<file path="config.mk">
export PLATFORM = sky130hd
export DESIGN_NAME = rtc_alarm_match
export DESIGN_NICKNAME = d
export VERILOG_FILES = /design/src/rtl/rtc_alarm_pkg.sv /design/src/rtl/rtc_alarm_regs.sv /design/src/rtl/rtc_field_cmp.sv /design/src/rtl/rtc_alarm_flag.sv /design/src/rtl/rtc_alarm_match.sv
export SDC_FILE = /design/constraint.sdc
export NUM_CORES = 1
export LEC_CHECK = 0
export ABC_AREA = 0
export BUFFER_PORTS_ARGS = -buffer_cell sky130_fd_sc_hd__buf_2
export CAP_MARGIN = 40
export CORE_ASPECT_RATIO = 0.7
export CORE_MARGIN = 2
export CORE_UTILIZATION = 42
export CTS_BUF_LIST = sky130_fd_sc_hd__clkbuf_2
export DETAILED_ROUTE_END_ITERATION = 16
export PLACE_DENSITY = 0.69
export REMOVE_ABC_BUFFERS = 1
export SLEW_MARGIN = 5
export SYNTH_ARGS = -nofsm -noshare
export SYNTH_HDL_FRONTEND = slang
export SYNTH_SLANG_ARGS = --single-unit
</file>
<file path="constraint.sdc">
create_clock -name clk -period 2.65 [get_ports clk]
set_input_delay 0.3975 -clock clk [delete_from_list [all_inputs] [get_ports clk]]
set_output_delay 0.3975 -clock clk [all_outputs]
set_load 0.005 [all_outputs]
</file>
<file path="src/rtl/rtc_alarm_pkg.sv">
// Shared constants and types for the RTC alarm matcher.
package rtc_alarm_pkg;
    localparam int NUM_FIELDS = 4;              // seconds, minutes, hours, date
    localparam int FIELD_W    = 7;              // BCD width of one time field
    localparam int REG_W      = FIELD_W + 1;    // value plus active-low select
    localparam int SEL_W      = $clog2(NUM_FIELDS);
    localparam int FLAGS_W    = 8;
    localparam int AF_BIT     = 6;              // alarm flag position in flags byte

    typedef enum logic [SEL_W-1:0] {
        FLD_SEC  = 2'd0,
        FLD_MIN  = 2'd1,
        FLD_HOUR = 2'd2,
        FLD_DATE = 2'd3
    } field_e;
endpackage

</file>
<file path="src/rtl/rtc_alarm_regs.sv">
// Alarm register file: one REG_W-bit register per time field.
// Assumes wr_sel is always below NFIELDS. Resets every register to all
// ones, so no field is selected.
module rtc_alarm_regs #(
    parameter int NFIELDS = 4,
    parameter int RW      = 8,
    localparam int SW     = $clog2(NFIELDS)
) (
    input  logic                       clk,
    input  logic                       rst_n,
    input  logic                       wr_en_i,
    input  logic [SW-1:0]              wr_sel_i,
    input  logic [RW-1:0]              wr_data_i,
    output logic [NFIELDS-1:0][RW-1:0] regs_o
);
    logic [NFIELDS-1:0][RW-1:0] regs_q;

    for (genvar f = 0; f < NFIELDS; f++) begin : g_reg
        // Load the addressed register when a write is presented.
        always_ff @(posedge clk) begin
            if (!rst_n)
                regs_q[f] <= '1;
            else if (wr_en_i && (wr_sel_i == SW'(f)))
                regs_q[f] <= wr_data_i;
        end
    end

    assign regs_o = regs_q;


    wr_store_chk: assert property (@(posedge clk) disable iff (!rst_n)
        wr_en_i |=> regs_q[$past(wr_sel_i)] == $past(wr_data_i));
endmodule

</file>
<file path="src/rtl/rtc_field_cmp.sv">
// Compares one alarm field with the matching time field. The active-low
// select in the register MSB turns the comparison off (forced hit).
module rtc_field_cmp #(
    parameter int FW = 7
) (
    input  logic [FW:0]   alarm_i,
    input  logic [FW-1:0] time_i,
    output logic          hit_o
);
    // A field hits when it is deselected or its BCD value is equal.
    always_comb begin
        hit_o = alarm_i[FW] || (alarm_i[FW-1:0] == time_i);
    end
endmodule

</file>
<file path="src/rtl/rtc_alarm_flag.sv">
// Sticky alarm flag. Set wins over a read clear in the same cycle.
module rtc_alarm_flag (
    input  logic clk,
    input  logic rst_n,
    input  logic set_i,
    input  logic rd_i,
    output logic af_o
);
    logic af_q;

    // Hold the flag until a read with no new event clears it.
    always_ff @(posedge clk) begin
        if (!rst_n)
            af_q <= 1'b0;
        else if (set_i)
            af_q <= 1'b1;
        else if (rd_i)
            af_q <= 1'b0;
    end

    assign af_o = af_q;


    no_spurious_set_chk: assert property (@(posedge clk) disable iff (!rst_n)
        (!af_q && !set_i) |=> !af_q);

    sticky_hold_chk: assert property (@(posedge clk) disable iff (!rst_n)
        (af_q && !rd_i) |=> af_q);

    read_clear_chk: assert property (@(posedge clk) disable iff (!rst_n)
        (rd_i && !set_i) |=> !af_q);

    set_priority_chk: assert property (@(posedge clk) disable iff (!rst_n)
        set_i |=> af_q);
endmodule

</file>
<file path="src/rtl/rtc_alarm_match.sv">
// Top of the RTC alarm matcher. Field f of time_bcd sits at bits
// f*FIELD_W +: FIELD_W. The comparison is gated by the one-second strobe.
module rtc_alarm_match
    import rtc_alarm_pkg::*;
#(
    parameter int NF = NUM_FIELDS,
    parameter int FW = FIELD_W,
    localparam int RW = FW + 1,
    localparam int SW = $clog2(NF)
) (
    input  logic              clk,
    input  logic              rst_n,
    input  logic              wr_en,
    input  logic [SW-1:0]     wr_sel,
    input  logic [RW-1:0]     wr_data,
    input  logic              sec_tick,
    input  logic [NF*FW-1:0]  time_bcd,
    input  logic              flags_rd,
    input  logic              int_en,
    output logic [FLAGS_W-1:0] flags_rdata,
    output logic              alarm_flag,
    output logic              irq
);
    logic [NF-1:0][RW-1:0] alarm_regs;
    logic [NF-1:0]         field_hit;
    logic                  alarm_set;
    logic                  af;

    rtc_alarm_regs #(.NFIELDS(NF), .RW(RW)) u_regs (
        .clk      (clk),
        .rst_n    (rst_n),
        .wr_en_i  (wr_en),
        .wr_sel_i (wr_sel),
        .wr_data_i(wr_data),
        .regs_o   (alarm_regs)
    );

    for (genvar f = 0; f < NF; f++) begin : g_cmp
        rtc_field_cmp #(.FW(FW)) u_cmp (
            .alarm_i(alarm_regs[f]),
            .time_i (time_bcd[f*FW +: FW]),
            .hit_o  (field_hit[f])
        );
    end

    // An event needs the strobe and every field to agree.
    always_comb begin
        alarm_set = sec_tick && (&field_hit);
    end

    rtc_alarm_flag u_flag (
        .clk  (clk),
        .rst_n(rst_n),
        .set_i(alarm_set),
        .rd_i (flags_rd),
        .af_o (af)
    );

    // Place the flag into the flags byte and drive the interrupt.
    always_comb begin
        flags_rdata         = '0;
        flags_rdata[AF_BIT] = af;
        alarm_flag          = af;
        irq                 = af && int_en;
    end


    all_ignored_fire_chk: assert property (@(posedge clk) disable iff (!rst_n)
        (sec_tick && (&alarm_regs[0][RW-1]) && (&alarm_regs[1][RW-1]) &&
         (&alarm_regs[2][RW-1]) && (&alarm_regs[3][RW-1])) |=> alarm_flag);

    irq_gate_chk: assert property (@(posedge clk) disable iff (!rst_n)
        !int_en |-> !irq);
endmodule

</file>
After elaboration in Yosys (flattened, before gate mapping)
Index checks and enable logic that the tools add are counted.
{"block": "totals", "register_bits": 33, "output_inout_bits": 10}
{"block": "classes", "n_eq_ne": 7, "n_mux": 2, "n_reduce_logical": 13}
{"cell": "7-bit equality test", "n": 4}
{"cell": "1-bit logical AND", "n": 6}
{"cell": "2-bit equality test (second input constant)", "n": 2}
{"cell": "1-bit logical OR", "n": 4}
{"cell": "4-bit AND reduction", "n": 1}
{"cell": "2-bit by 1-bit equality test with 1-bit output (second input constant)", "n": 1}
{"cell": "2-bit logical NOT", "n": 1}
{"cell": "1-bit 2-to-1 mux", "n": 2}
{"cell": "2-bit nonzero test", "n": 1}

Depth between registers and ports, before layout
Gate-level depths: netlist of run 1.
{"block": "depth", "ltp_word": 5, "depth_mapped": 5, "ltp_nobuf": 5}

Modules after synthesis
From an unflattened synthesis of run 1, not the netlist that was laid out.
{"block": "hier_totals", "hier_cells": 168, "area_unflattened_um2": 1719.1}
{"module": "rtc_alarm_regs", "instances": 1, "cells_per_inst": 116, "area_each_um2": 1285.0, "seq_area_each_um2": 640.6}
{"module": "rtc_field_cmp", "instances": 4, "cells_per_inst": 9, "area_each_um2": 77.6, "seq_area_each_um2": 0.0}
{"module": "rtc_alarm_match", "instances": 1, "cells_per_inst": 13, "area_each_um2": 82.6, "seq_area_each_um2": 0.0}
{"module": "rtc_alarm_flag", "instances": 1, "cells_per_inst": 3, "area_each_um2": 41.3, "seq_area_each_um2": 20.0}

Worst setup path after synthesis of run 1
OpenSTA, ideal clock, no wires.
{"block": "synth_timing", "path_kind": "input -> register", "startpoint": "input wr_sel[1]", "endpoint": "register u_regs.regs_q (netlist bit u_regs.regs_o[0])", "setup_ps": 137, "arrival_ps": 1230, "required_ps": 2513, "slack_ps": 1283, "path_stages": 5, "path_buffers": 2, "path_cell_list": "buf_2 > or3b_2 > buf_6 > nand2_1 > nand3_1"}
{"block": "synth_between", "elab_chain_len": 2}
{"element": "from (decl)", "line": "rtc_alarm_match.sv:14", "text": "input logic [SW-1:0] wr_sel,"}
{"element": "2-bit logical NOT", "line": "rtc_alarm_regs.sv:23", "text": "else if (wr_en_i && (wr_sel_i == SW'(f)))"}
{"element": "1-bit logical AND", "line": "rtc_alarm_regs.sv:23"}
{"element": "to (signal, indexed assignment)", "line": "rtc_alarm_regs.sv:24", "text": "regs_q[f] <= wr_data_i;"}
{"element": "to (decl)", "line": "rtc_alarm_regs.sv:16", "text": "logic [NFIELDS-1:0][RW-1:0] regs_q;"}
No other way between the ends.
A chain may end at the register's enable or synchronous reset.

Worst setup path in the final report of run 1
{"block": "layout_timing", "startpoint": "register u_flag.af_q, in the netlist u_flag.af_o", "endpoint": "output irq"}
{"block": "layout_between", "elab_chain_len": 1}
{"element": "from (decl)", "line": "rtc_alarm_flag.sv:9", "text": "logic af_q;"}
{"element": "from (signal assigned)", "line": "rtc_alarm_flag.sv:14", "text": "af_q <= 1'b0;"}
{"element": "from (signal assigned)", "line": "rtc_alarm_flag.sv:16", "text": "af_q <= 1'b1;"}
{"element": "from (signal assigned)", "line": "rtc_alarm_flag.sv:18", "text": "af_q <= 1'b0;"}
{"element": "1-bit logical AND", "line": "rtc_alarm_match.sv:64", "text": "irq = af && int_en;"}
{"element": "to (decl)", "line": "rtc_alarm_match.sv:22", "text": "output logic irq"}
No other way between the ends.

==> metrics, run 1 <==
core area=0.00356 mm²; largest area contributor in the netlist=dfxtp_1; count leader, synth=nand2_1; DRC Markers=0; worst r2r src=u_regs.regs_o[30]; WL final=3.64 mm; fill count=370; CTS Buffer Depth=2; post_cts resized=0; commonest register cell after synthesis=dfxtp_1; post-synthesis sequential area ratio=42.2%; Routability Congestion=0.789; Syn Area/Cell=7.95 µm²; Sink Count=33; CTS Hold Buffers Added=0; Arr. time, crit path=1.03 ns; Worst-path clk slew=0.20 ns; RSZ-0062 raised after global routing=no; Critical Path Start Type=flip-flop; Power, Total=1.13 mW; r2r endpoint=u_flag.af_o; initial core utilization=44.0%; crit end category=output port; synth cell count leaders=nand2_1 (65), dfxtp_1 (33), nand3_1 (33), xnor2_1 (15), xor2_1 (13); number of vias per cell=4.76; hold path depth=3; first-pass GRT wire length=5.69 mm; GRT overflow=0; asr flop ratio synth=0%; Iteration-0 DRC Markers=92; count of flip-flops with a built-in enable after synthesis=0; maximum vdd drop=425 µV; slew margin rel.=59.9%; wire per inst=12.6 µm; Max-cap violations=0; Lkg Pwr=0.894 nW; Pre-antenna DRT Iters=4; Post-Synthesis Cell Area=0.00157 mm²; Worst-Margin Slew=0.601 ns; Yosys cell types=24; Worst path slowest cell=dfxtp_1; # setup viols final=0; final max-slew violation count=0; via count=1,381; detailed placer's ending HPWL=2.58 mm; die footprint=0.00424 mm²; CTS tree=yes; Ys Warns=0; r2r setup slk=1.28 ns; I/O Buffers=46; Yosys top cell area share=42.2%; Worst Reg-to-Reg Cells=5; GRT Util Overall=18.1%; layout cells sized above 1=23.8%; clk_skew=0.0302 ns; hold slack=0.223 ns; period utilization=53.7%; vias in the first global route=1,201; Root Buffer=clkbuf_2; # nets final=283; die width=77.0 µm; Worst Path Required=2.25 ns; top-level port count=54; crit path kind=flip-flop to output port; post-synthesis cell count=197; setup bufs post-CTS=0; clk_lat worst skew=0.40 ns; die height=55.1 µm; min-delay worst type=primary input to flip-flop; area grow syn2layout=19.1%; fmax=703 MHz; antenna viol nets, final=0; Crit path largest cell delay=0.40 ns; critical path peak fanout=4; worst hold path endpoint=u_flag.af_o; CTS Buf Count=5; number of diodes=0; status=finished clean; Std-Cell Rows=18; crit-path cells=and2_1 > buf_2; Synth Register Bits=33; hold wc startpoint=flags_rd; Setup TNS Final=0 ns; largest net degree at the start of global routing=35; most area-consuming cells after synthesis=dfxtp_1 (42%), nand2_1 (16%), nand3_1 (11%), xnor2_1 (8.4%), xor2_1 (7.3%); antenna violations before repair=0; pwr dens=608 mW/mm²; H-tree depth=2; Final Critical Period=1.42 ns; Fin. Hold Viols=0
-- power breakdown --
part,internal (mW),switching [mW]
Clock,0.253,0.188
Combinational,0.0726,0.0793
Sequential,0.524,0.0176
Total,0.849,0.285
-- layout make-up --
| type | count | area [µm²] | share of cell area, % |
|---|---|---|---|
| clock buffers | 5 | 25.0 | 1.34 |
| clock inverters | 3 | 65.1 | 3.49 |
| multi-input cells | 153 | 822 | 44.1 |
| flip-flops and latches | 33 | 661 | 35.4 |
| well taps | 50 | 62.6 | 3.35 |
| repair buffers | 46 | 230 | 12.3 |
-- placed cells by master (no fill, tap or decap), types with 2 or more instances in the layout --
cell,count
clkbuf_2,5
nand3_1,33
dfxtp_1,33
xor2_1,13
buf_2,46
nand2_1,65
nand4_1,3
xnor2_1,15
conb_1,7
nand3b_1,2
nor4_1,4
bufinv_16,2
-- metal layers --
layer	global-route usage [%]	share of wire [%]	vias to the layer above
met5	0	0	-
met4	7.14	1.3	0
met3	4.87	5.5	8
met2	28.5	42	36
met1	24.3	51	621
li1	-	-	716
-- kinds of logic after synthesis --
group	after synthesis	share of synthesized area [%]
other cells	1	0.239
flops	33	42.2
simple gates	114	33.2
buf+inv	17	6.79
compound gates	4	1.92
xor+xnor	28	15.7
-- worst max-delay path, delay by kind of cell, from the launching register on --
kind | cells | cell delay (ns)
buffers and inverters | 1 | 0.10
flip-flops | 1 | 0.40
AND/OR/NAND/NOR | 1 | 0.13
-- sequential cells by signal, indices dropped and copies added (netlist names) --
signal,count
u_flag.af_o,1
u_regs.regs_o,32
-- stage by stage --
stage | cells | instance area, µm² | setup WS [ns] | utilization (%)
5_1_grt | 290 | 1870 | 1.05 | 52.4
6_report | 290 | 1870 | 1.23 | 52.4
4_1_cts | 290 | 1870 | 1.22 | 52.4
3_5_place_dp | 282 | 1780 | 1.12 | 49.9
3_3_place_gp | 282 | 1780 | 1.15 | 49.9
2_1_floorplan | 186 | 1480 | 1.41 | -
-- worst max-delay path by stage --
stage,from,endpoint,slack [ns],cells after the start
floorplan,time_bcd[27],u_flag.af_o,1.41,5
global placement,time_bcd[27],u_flag.af_o,1.15,6
detailed placement,time_bcd[27],u_flag.af_o,1.12,6
CTS,u_flag.af_o,irq,1.22,2
global route,u_regs.regs_o[30],u_flag.af_o,1.05,5
finish,u_flag.af_o,irq,1.23,2
Note: power is estimated with default switching activity, not from simulation.
==> inputs of run 2 (changes only) <==
Clock period 2.65 ns to 1.5 ns, I/O delays scaled along.
==> run 2 against run 1 <==
  * Combinational power is 81% higher
  * First-iteration DRC count down 46%
  * Routed wire length shrank 0.16%
  * Power up 46%
  * Core utilization fell by 0.77 points
  * Setup slack worse by 1.1 ns
  * Via count decreased by 0.14%
  * Count of clock-buffer cells in the layout increased by 1
  * Clock power is 4.8% lower
  * Final cell count is 1.0% higher
  * Critical path depth up 3
  * Sequential power up 77%
==> metrics, run 2 (synthesized netlist as in run 1, its figures left out) <==
Std-Cell Rows=18 (unchanged); CTS Buffer Depth=2 (unchanged); clk_lat worst skew=0.37 ns (-0.03 ns); fmax=735 MHz; detailed placer's ending HPWL=2.69 mm (+4.3%); antenna violations before repair=0 (unchanged); area grow syn2layout=17.3%; Max-cap violations=0 (unchanged); Finished Layout Cells=293 (+1.0%); final max-slew violation count=0 (unchanged); number of flip-flops under the largest register name=32 (unchanged); DRC Markers=0 (unchanged); logic gate share of total power=16.6% (+3.2 points); Int Pwr=1.17 mW (+38%); r2r endpoint=u_flag.af_o; crit end category=flip-flop; Crit path largest cell delay=0.36 ns (-0.04 ns); antenna viol nets, final=0 (unchanged); top-level port count=54 (unchanged); met2 wire length=1.51 mm (-1.9%); Routability Congestion=0.800 (+1.4%); min-delay worst type=primary input to flip-flop; I/O Buffers=46 (unchanged); Fin. Hold Viols=0 (unchanged); vias in the first global route=1,280 (+6.6%); die height=55.1 µm (unchanged); crit path kind=flip-flop to flip-flop; GRT Util Overall=19.3% (+1.1 points); post_cts resized=0 (unchanged); worst r2r src=u_regs.regs_o[30]; period utilization=90.6%; clk_skew=0.0158 ns (-0.0144 ns); WL final=3.63 mm (-0.16%); commonest non-fill, non-tap cell in the layout=nand2_1; Sink Count=33 (unchanged); number of diodes=0 (unchanged); crit-path cells=xor2_1 > nor4_1 > a41o_1 > o2111ai_1 > o21ai_1; top sig layer=met4; hold path depth=3 (unchanged); pwr dens=898 mW/mm² (+48%); DR WL met3=218 µm (+9.5%); # setup viols final=0 (unchanged); Root Buffer=clkbuf_2; Placed Cells=285 (+1.1%); maximum vdd drop=503 µV (+18%); Setup TNS Final=0 ns (unchanged); most frequent cells in the layout=nand2_1 (65), buf_2 (46), nand3_1 (33), dfxtp_1 (33), xnor2_1 (15); Worst path slowest cell=dfxtp_1; GRT overflow=0 (unchanged); Psw=0.476 mW (+67%); Iteration-0 DRC Markers=50 (-46%); core area=0.00356 mm² (unchanged); die width=77.0 µm (unchanged); clock share of power=25.5% (-13 points); # nets final=286 (+1.1%); die footprint=0.00424 mm² (unchanged); setup bufs post-CTS=0 (unchanged); initial core utilization=44.0% (unchanged); first-pass GRT wire length=6.04 mm (+6.1%); Worst Path Required=1.83 ns (-0.42 ns); wire per inst=12.4 µm (-1.2%); Worst-path clk slew=0.18 ns (-0.02 ns); Final Critical Period=1.36 ns; status=finished clean; DRT met1 WL=1.86 mm (+0.49%); Setup WS pre-CTS=0.168 ns (-0.953 ns); critical path peak fanout=2 (-2); hold wc startpoint=flags_rd; H-tree depth=2 (unchanged); Flop pwr share=57.9% (+10 points); Critical Path Start Type=flip-flop; fill count=395 (+6.8%); RSZ-0062 raised after global routing=no; sw frac=28.8% (+3.8 points); Power, Total=1.65 mW (+46%); number of vias per cell=4.71 (-1.2%); setup ws final=0.140 ns (-1.09 ns); CTS Hold Buffers Added=0 (unchanged); via count=1,379 (-0.14%); worst hold path endpoint=u_flag.af_o; layout cells sized above 1=24.7% (+0.94 points); r2r setup slk=0.14 ns (-1.14 ns); CTS tree=yes; largest net degree at the start of global routing=18 (-49%); CTS Buf Count=5 (unchanged); Worst Reg-to-Reg Cells=5 (unchanged); Lkg Pwr=0.889 nW (-0.59%); Arr. time, crit path=1.69 ns (+0.66 ns); Pre-antenna DRT Iters=5 (+1)
## run 2: changes by cell type in the layout (fill, tap and decap cells not counted), sizes merged
cell / delta
bufinv: -2
clkbuf: +1
buf: +3
clkinv: +1
## run 2: worst max path at each step
stage / slack, ns / endpoint / from
finish: 0.14 / u_flag.af_o / u_regs.regs_o[30]
global route: 0.01 / u_flag.af_o / u_regs.regs_o[30]
CTS: 0.13 / u_flag.af_o / u_regs.regs_o[30]
detailed placement: 0.17 / u_flag.af_o / time_bcd[27]
global placement: 0.19 / u_flag.af_o / time_bcd[27]
floorplan: 0.34 / u_flag.af_o / u_regs.regs_o[30]
## run 2: final cells by class
cell class | instances | area (µm²) | share of cell area [%]
Clock buffer | 6 | 30.0 | 1.63
Clock inverter | 2 | 10.0 | 0.545
Multi-Input combinational cell | 153 | 822 | 44.7
Sequential cell | 33 | 661 | 35.9
Tap cell | 50 | 62.6 | 3.40
Timing Repair Buffer | 49 | 253 | 13.8
## run 2: power by group through the flow
| stage | logic (mW) | registers [mW] | clock network [mW] |
|---|---|---|---|
| 6_report | 0.275 | 0.956 | 0.420 |
| 5_1_grt | 0.314 | 0.963 | 0.469 |
| 4_1_cts | 0.277 | 0.957 | 0.438 |
| 3_5_place_dp | 0.274 | 0.975 | 0 |
| 3_3_place_gp | 0.270 | 0.974 | 0 |
| 2_1_floorplan | 0.144 | 0.969 | 0 |
## run 2: worst max-delay path, delay by kind of cell (launching register included)
family | cells | cell delay, ns
AO/OA/AOI/OAI | 3 | 0.46
XOR/XNOR | 1 | 0.16
flip-flops | 1 | 0.36
AND/OR/NAND/NOR | 1 | 0.33
## run 2: through the flow
| step | hold slack [ns] | util [%] | instance area, µm² |
|---|---|---|---|
| floorplan | 0.297 | - | 1480 |
| global placement | 0.451 | 50.5 | 1800 |
| detailed placement | 0.460 | 50.5 | 1800 |
| CTS | 0.0576 | 51.7 | 1840 |
| global route | 0.0595 | 51.7 | 1840 |
| finish | 0.0816 | 51.7 | 1840 |
## run 2: metal layers
layer  up-vias  GRT usage (%)
met4         0           7.14
met2        41           30.8
met3         7           5.19
met1       608           25.6
met5         -              0
li1        723              -
==> inputs of run 3 (changes only) <==
Settings changed: CELL_PAD_IN_SITES_DETAIL_PLACEMENT from default to 0, CELL_PAD_IN_SITES_GLOBAL_PLACEMENT from default to 1, CORE_UTILIZATION 42 to 36, MAX_ROUTING_LAYER from default to met4, PLACE_DENSITY 0.69 to default, PLACE_DENSITY_LB_ADDON from default to 0.1.
==> run 3 against run 2 <==
  * Fmax is 3.3% lower
  * Setup slack worse by 0.046 ns
  * Critical path depth stayed put
  * Sequential cell count stayed put
  * Sequential share of layout area is 0.073 points higher
  * Clock power is 1% lower
  * Clock skew is 0.0033 ns lower
  * Cell area is 0.20% lower
  * Combinational power hardly changed
==> metrics, run 3 (synthesized netlist as in run 1, its figures left out) <==
Reg area=661 µm² (unchanged); critical path peak fanout=2 (unchanged); area grow syn2layout=17.1%; number of flip-flops under the largest register name=32 (unchanged); crit path kind=flip-flop to flip-flop; multi-input combinational cell area=822 µm² (unchanged); Std-Cell Rows=20 (+2); initial core utilization=36.8% (-7.2 points); # nets final=285 (-0.35%); largest net degree at the start of global routing=35 (+17); Setup TNS Final=0 ns (unchanged); met2 wire length=1.62 mm (+7.0%); Root Buffer=clkbuf_2; wire per inst=12.8 µm (+3.1%); GRT Util Overall=17.2% (-2.1 points); clock share of power=25.2% (-0.3 points); fill count=462 (+17%); top-level port count=54 (unchanged); hold slack=0.114 ns (+0.0324 ns); DR WL met3=167 µm (-23%); r2r setup slk=0.09 ns (-0.05 ns); Pre-antenna DRT Iters=4 (-1); CP endpoint=u_flag.af_o; die height=59.2 µm (+7.4%); RSZ-0062 raised after global routing=no; Final Critical Period=1.41 ns (+0.0458 ns); CTS Hold Buffers Added=0 (unchanged); CTS Buffer Depth=2 (unchanged); Int Pwr=1.16 mW (-1.4%); pwr dens=896 mW/mm² (-0.27%); number of vias per cell=4.58 (-2.7%); Fin. Hold Viols=0 (unchanged); number of diodes=0 (unchanged); Worst-path clk slew=0.19 ns (about the same); core area=0.00425 mm² (+20%); fmax=711 MHz (-3.3%); worst r2r src=u_regs.regs_o[30]; status=finished clean; Max-cap violations=0 (unchanged); post_cts resized=0 (unchanged); setup bufs post-CTS=0 (unchanged); WL final=3.80 mm (+4.5%); Flop pwr share=58.2% (+0.3 points); I/O Buffers=46 (unchanged); Psw=0.485 mW (+1.8%); Critical Path Start Type=flip-flop; die footprint=0.00490 mm² (+16%); clk_lat worst skew=0.38 ns (about the same); final max-slew violation count=0 (unchanged); via count=1,360 (-1.4%); antenna violations before repair=0 (unchanged); maximum vdd drop=281 µV (-44%); Worst Path Required=1.82 ns (about the same); crit end category=flip-flop; commonest non-fill, non-tap cell in the layout=nand2_1; die width=82.8 µm (+7.6%); clk_skew=0.0125 ns (-0.00329 ns); Routability Congestion=0.739 (-7.6%); period utilization=93.7% (+3.1 points); min-delay worst type=primary input to flip-flop; detailed placer's ending HPWL=2.72 mm (+1.1%); # setup viols final=0 (unchanged); GRT overflow=0 (unchanged); top sig layer=met4; sw frac=29.5% (+0.67 points); vias in the first global route=1,254 (-2.0%); Arr. time, crit path=1.72 ns (+0.03 ns); Sink Count=33 (unchanged); H-tree depth=2 (unchanged); Critical Path Start=u_regs.regs_o[30]; CTS Buf Count=5 (unchanged); Iteration-0 DRC Markers=46 (-8.0%); DRC Markers=0 (unchanged); antenna viol nets, final=0 (unchanged); logic gate share of total power=16.5% (about the same); Lkg Pwr=0.879 nW (-1.1%); CTS tree=yes; layout cells sized above 1=23.6% (-1.1 points); first-pass GRT wire length=6.15 mm (+1.9%); most frequent cells in the layout=nand2_1 (65), buf_2 (46), nand3_1 (33), dfxtp_1 (33), xnor2_1 (15); Worst Reg-to-Reg Cells=5 (unchanged); r2r endpoint=u_flag.af_o; DRT met1 WL=1.98 mm (+6.3%)
## run 3: changes by cell type in the layout (fill, tap and decap cells not counted), sizes merged
cell    before  now
clkbuf       6    5
clkinv       2    3
buf         49   48
## run 3: area by class of cell
| cell class | instances | share of cell area [%] |
|---|---|---|
| Timing Repair Buffer | 48 | 13.4 |
| Clock inverter | 3 | 0.682 |
| Tap cell | 55 | 3.75 |
| Sequential cell | 33 | 36.0 |
| Multi-Input combinational cell | 153 | 44.8 |
| Clock buffer | 5 | 1.36 |
## run 3: power groups by stage
stage / Clock (mW) / Sequential [mW] / Combinational (mW)
after global placement: 0 / 0.977 / 0.277
after CTS: 0.431 / 0.958 / 0.276
after global routing: 0.461 / 0.964 / 0.312
final: 0.415 / 0.957 / 0.272
after floorplan: 0 / 0.969 / 0.144
after detailed placement: 0 / 0.976 / 0.274
## run 3: critical path, cell delays in order (launching register included)
cell and delay (ns):
dfxtp_1 0.36, xor2_1 0.16, nor4_1 0.29, a41o_1 0.23, o2111ai_1 0.16, o21ai_1 0.15
## run 3: how the worst min path moves through the flow
stage / startpoint / end / slack [ns] / cells past startpoint
finish: wr_data[7] / u_regs.regs_o[31] / 0.11 / 3
global route: flags_rd / u_flag.af_o / 0.10 / 3
CTS: flags_rd / u_flag.af_o / 0.10 / 3
detailed placement: u_regs.regs_o[15] / u_regs.regs_o[15] / 0.46 / 2
global placement: u_regs.regs_o[15] / u_regs.regs_o[15] / 0.46 / 2
floorplan: rst_n / u_regs.regs_o[0] / 0.30 / 1
## run 3: metrics by stage
stage,utilization (%),setup slack (ns),total power [mW],cell area (µm²),instances
finish,43.1,0.0945,1.64,1830,297
global route,43.1,0.00211,1.74,1830,297
CTS,43.1,0.0890,1.66,1830,297
detailed placement,42.2,0.116,1.25,1800,289
global placement,42.2,0.118,1.25,1800,289
floorplan,-,0.341,1.11,1480,186
## run 3: metal layers
| metal | global-route usage [%] | up-vias |
|---|---|---|
| met3 | 4.87 | 5 |
| met4 | 5.62 | 0 |
| li1 | - | 721 |
| met5 | - | - |
| met2 | 24.2 | 30 |
| met1 | 23.8 | 604 |
